File: src/rtl/irq_status_encoder.sv
module irq_status_encoder #(
  parameter logic [22:0] URGENT_SET = 23'h000060
) (
  input  logic        clk,
  input  logic        rst_n,
  input  logic [2:0]  crit_ext,
  input  logic [15:0] main_ext,
  input  logic [21:0] per_ext,
  input  logic [16:0] sec_evt,
  input  logic        reg_wr,
  input  logic [1:0]  reg_addr,
  input  logic [31:0] reg_wdata,
  output logic [31:0] reg_rdata,
  output logic [31:0] stat_word,
  output logic [5:0]  src_id,
  output logic        irq_out
);
  localparam int NMAIN = 17;
  localparam int NPER  = 23;
  localparam int NSEC  = 17;
  localparam int MAIN_ESC = 4;
  localparam int CRIT_ESC = 2;

  function automatic logic [4:0] low_idx(input logic [22:0] v);
    logic [4:0] r;
    r = '0;
    for (int i = 22; i >= 0; i--)
      if (v[i]) r = 5'(i);
    return r;
  endfunction

  logic [NMAIN-1:0] main_mask_q;
  logic [NPER-1:0]  per_mask_q;
  logic [NSEC-1:0]  sec_mask_q;
  logic [NSEC-1:0]  sec_pend_q;
  logic [NSEC-1:0]  sec_clr;

  assign sec_clr = (reg_wr && reg_addr == 2'd3) ? reg_wdata[NSEC-1:0] : '0;

  always_ff @(posedge clk) begin
    if (!rst_n) begin
      main_mask_q <= '1;
      per_mask_q  <= '1;
      sec_mask_q  <= '1;
      sec_pend_q  <= '0;
    end else begin
      if (reg_wr && reg_addr == 2'd0) main_mask_q <= reg_wdata[NMAIN-1:0];
      if (reg_wr && reg_addr == 2'd1) per_mask_q  <= reg_wdata[31:32-NPER];
      if (reg_wr && reg_addr == 2'd2) sec_mask_q  <= reg_wdata[NSEC-1:0];
      sec_pend_q <= (sec_pend_q & ~sec_clr) | sec_evt;
    end
  end

  always_comb begin
    case (reg_addr)
      2'd0:    reg_rdata = {15'd0, main_mask_q};
      2'd1:    reg_rdata = {per_mask_q, 9'd0};
      2'd2:    reg_rdata = {15'd0, sec_mask_q};
      default: reg_rdata = {15'd0, sec_pend_q};
    endcase
  end

  logic [NSEC-1:0]  sec_act;
  logic [NPER-1:0]  per_act, urg_act, nrm_act, per_pick;
  logic [NMAIN-1:0] main_act;
  logic [3:0]       crit_act;

  assign sec_act    = sec_pend_q & ~sec_mask_q;
  assign per_act[0] = ~per_mask_q[NPER-1] & (|sec_act);

  genvar k;
  generate
    for (k = 1; k < NPER; k++) begin : g_per
      assign per_act[k] = ~per_mask_q[NPER-1-k] & per_ext[k-1];
    end
  endgenerate

  assign urg_act  = per_act & URGENT_SET;
  assign nrm_act  = per_act & ~URGENT_SET;
  assign per_pick = (|urg_act) ? urg_act : nrm_act;

  assign crit_act = {crit_ext[2], |urg_act, crit_ext[1:0]};

  generate
    for (k = 0; k < NMAIN; k++) begin : g_main
      if (k == MAIN_ESC) begin : g_esc
        assign main_act[k] = ~main_mask_q[NMAIN-1-k] & (|nrm_act);
      end else if (k < MAIN_ESC) begin : g_lo
        assign main_act[k] = ~main_mask_q[NMAIN-1-k] & main_ext[k];
      end else begin : g_hi
        assign main_act[k] = ~main_mask_q[NMAIN-1-k] & main_ext[k-1];
      end
    end
  endgenerate

  logic       crit_v, main_v, per_v;
  logic [1:0] crit_i;
  logic [4:0] main_i, per_i, sec_i, t_crit, t_main;

  assign crit_v = |crit_act;
  assign main_v = |main_act;
  assign per_v  = |per_act;
  assign t_crit = low_idx({19'd0, crit_act});
  assign t_main = low_idx({6'd0, main_act});
  assign crit_i = t_crit[1:0];
  assign main_i = t_main;
  assign per_i  = low_idx(per_pick);
  assign sec_i  = low_idx({6'd0, sec_act});

  always_comb begin
    stat_word        = '0;
    stat_word[10]    = crit_v;
    stat_word[9:8]   = crit_i;
    stat_word[21]    = main_v;
    stat_word[20:16] = main_i;
    stat_word[29]    = per_v;
    stat_word[28:24] = per_i;
  end

  logic [5:0] per_id;
  assign per_id = (per_i == 5'd0) ? 6'd22 + {1'b0, sec_i} : 6'd39 + {1'b0, per_i};

  always_comb begin
    if (crit_v && crit_i != 2'(CRIT_ESC))      src_id = 6'd1 + {4'd0, crit_i};
    else if (crit_v)                           src_id = per_id;
    else if (main_v && main_i != 5'(MAIN_ESC)) src_id = 6'd5 + {1'b0, main_i};
    else if (main_v || per_v)                  src_id = per_id;
    else                                       src_id = 6'd0;
  end

  assign irq_out = crit_v | main_v | per_v;
endmodule


File: config.mk
export PLATFORM = sky130hd
export DESIGN_NAME = irq_status_encoder
export DESIGN_NICKNAME = d
export VERILOG_FILES = /design/src/rtl/irq_status_encoder.sv
export SDC_FILE = /design/constraint.sdc
export NUM_CORES = 1
export LEC_CHECK = 0
export ABC_AREA = 1
export BUFFER_PORTS_ARGS = -buffer_cell sky130_fd_sc_hd__clkbuf_2
export CAP_MARGIN = 10
export CORE_MARGIN = 2
export CORE_UTILIZATION = 29
export CTS_CLUSTER_DIAMETER = 40
export DETAILED_ROUTE_END_ITERATION = 8
export MAX_ROUTING_LAYER = met4
export PLACE_DENSITY = 0.5
export REMOVE_ABC_BUFFERS = 1
export SLEW_MARGIN = 25
export SYNTH_ARGS = -nofsm -noshare
export SYNTH_HDL_FRONTEND = slang
export SYNTH_SLANG_ARGS = --single-unit
File: constraint.sdc
create_clock -name clk -period 6.9 [get_ports clk]
set_input_delay 0.69 -clock clk [delete_from_list [all_inputs] [get_ports clk]]
set_output_delay 0.69 -clock clk [all_outputs]
set_load 0.01 [all_outputs]
==> results.py <==
metrics = {
    "logic_synthesis": {
        "ys_ff_latch": 74,
        "synth_top_area_frac": 0.3072,
        "synth_seq_area_share": 0.3072,
        "synth-main-ff-cell": "dfxtp_1",
        "syn_avg_cell_area_um2": 6.430,
        "synth_top_cell_by_area": "dfxtp_1",
        "yosys_warnings": 0,
        "synthCells": 750,
        "syn_area_um2": 4822,
        "synth-edff-count": 0,
        "async_flop_share": 0,
        "yosys-top-cells-area": "dfxtp_1, nand2_1, o211ai_1",
        "ys_types": 48,
    },
    "clocking": {
        "htreeDepth": 3,
        "cts_root_buf": "clkbuf_16",
        "numCtsBuffers": 9,
        "clock_latency_ps": 340,
        "cts_tree": "built",
        "cts_buffer_depth": 2,
        "post_cts_buffers": 0,
        "postCtsHoldBufs": 0,
        "clk_pin_slew_ps": 60,
        "clkSinkCount": 74,
        "cts_resized": 0,
    },
    "power": {
        "ir_drop_mv": 0.1354,
        "power.total_mw": 1.261,
        "powerDensity_nw_per_um2": 211.5,
        "p_leak_nw": 3.253,
    },
    "detailed_routing": {
        "drc_errors": 0,
        "vias": 5081,
        "routed_via_density": 4.577,
        "antenna_left": 0,
        "detail_route.wl_per_cell_um": 14.42,
        "drtIter0Drc": 231,
        "wl_um": 16010,
        "drt-pass1-iter-count": 4,
    },
    "hold_path": {
        "hp-class": "flop to flop",
    },
    "floorplan": {
        "die_w_um": 133.0,
        "std_cell_rows": 47,
        "num_io_pins": 166,
        "start_util": 0.2939,
        "die_h_um": 133.0,
        "die_area_um2": 17680,
        "coreArea_um2": 16410,
    },
    "sta": {
        "drv_slew": 0,
        "finalSetupViolCount": 0,
        "setup_tns_ps": 0,
        "hold_ws_ps": 486.5,
        "max_slew_margin": 0.3212,
        "min_period_ps": 3993,
        "tightestPinTransition_ps": 1017,
        "timing.final.hold_violations": 0,
        "rsz0062_at_grt": "no",
        "clock_skew_ps": 0,
        "post-route-period-util": 0.5788,
        "fmax_mhz": 250.4,
    },
    "setup_path": {
        "crit_slowest_cell": "inv_2",
        "worst-path-max-fanout": 13,
        "slowest_delay_ps": 210,
        "worstSetupPathType": "primary input to output pin",
        "crit_top_cell": "nand2_1",
        "arrival_ps": 3300,
        "end_kind": "output pin",
        "cp-start-kind": "primary input",
        "required_ps": 6210,
    },
    "global_routing": {
        "grt_pass1_wl_um": 25720,
        "gr-usage-all-layers": 0.1906,
        "use_met3": 0.03525,
        "grt_start_max_net_pins": 59,
        "antenna_found_initial": 0,
        "grtUsageMet2": 0.3152,
        "met1_usage": 0.2427,
        "grt_pass1_vias": 4930,
        "grt-busiest-layer": "met2",
        "grt_remaining_overflow": 0,
    },
    "placement": {
        "place.gp.congestion": 0.8305,
        "dpl.hpwl_um": 12300,
        "port_buffers": 148,
    },
    "finish": {
        "final_cell_mix": "nand2_1, clkbuf_2, inv_1",
        "areaGrowthSynthToFinish_pct": 23.66,
        "n_antenna_cell": 0,
        "final_net_count": 987,
        "drive_gt1_frac": 0.2618,
        "final_common_cell": "nand2_1",
    },
    "job": {
        "cap_viol_max_count": 0,
    },
    "run_status": {
        "status": "finished clean",
    },
}
[logic make-up after synthesis]
group,share of synthesized area
AOI/OAI and AO/OA,0.2050
xor gates and xnor gates,0.003633
adders and majority gates,0.01816
buffers and inverters,0.1474
DFF,0.3072
other,0.0007777
and+or+nand+nor,0.3179
[critical path, delay by kind of cell]
kind / cells / cell delay (ps)
buffers and inverters: 5 / 620
AO/OA/AOI/OAI: 3 / 370
adder cells (fa/ha/maj): 1 / 160
AND/OR/NAND/NOR: 21 / 1460
[synthesized netlist by cell type (all sizes together) (4+ instances only)]
master,instances
buf,23
clkbuf,23
ha,7
a21oi,36
nand2,221
o211ai,57
dfxtp,74
nor2,80
o221ai,6
nor3,7
inv,118
o21ai,27
nand3,35
o22ai,4
[worst paths after layout]
check                                      from               to  slack, ps  cells after the start
worst max-delay path                 per_ext[4]        src_id[4]       2910                     30
worst min-delay path             sec_pend_q[11]   sec_pend_q[11]        490                      2
worst max register to register  main_mask_q[12]  main_mask_q[12]       6180                      2
worst min register to register   sec_pend_q[11]   sec_pend_q[11]        490                      2
[cell type report]
class | count | area (um^2)
Clock inverter | 4 | 26.28
Clock buffer | 12 | 246.5
Multi-Input combinational cell | 526 | 2698
Inverter | 120 | 450.4
Sequential cell | 74 | 1481
Timing Repair Buffer | 154 | 785.8
Fill cell | 1845 | 10440
Tap cell | 220 | 275.3
[through the flow]
| stage | setup slack, ps | instances | area (um^2) | utilization |
|---|---|---|---|---|
| 2_1_floorplan | 3425 | 720 | 4622 | - |
| 3_3_place_gp | 2917 | 1094 | 5690 | 0.3468 |
| 3_5_place_dp | 2871 | 1094 | 5690 | 0.3468 |
| 4_1_cts | 2858 | 1110 | 5963 | 0.3635 |
| 5_1_grt | 2566 | 1110 | 5963 | 0.3635 |
| 6_report | 2907 | 1110 | 5963 | 0.3635 |
[flip-flops by register name (all words and copies together), names as in the netlist]
signal and flops:
per_mask_q 23, sec_mask_q 17, sec_pend_q 17, main_mask_q 17
[routing by layer]
layer,part of all wire,routed length (um),vias to the layer above
li1,-,-,2656
met2,0.46,7399,165
met4,0.011,173,0
met5,0,0,-
met1,0.46,7389,2248
met3,0.065,1042,12
[power breakdown]
group	internal [mW]	leakage [nW]	switching (mW)
combinational	0.129	2.51	0.225
clock	0.254	0.133	0.188
sequential	0.452	0.611	0.0139
total	0.834	3.25	0.427
No activity file was read; power rests on OpenSTA's default activity.
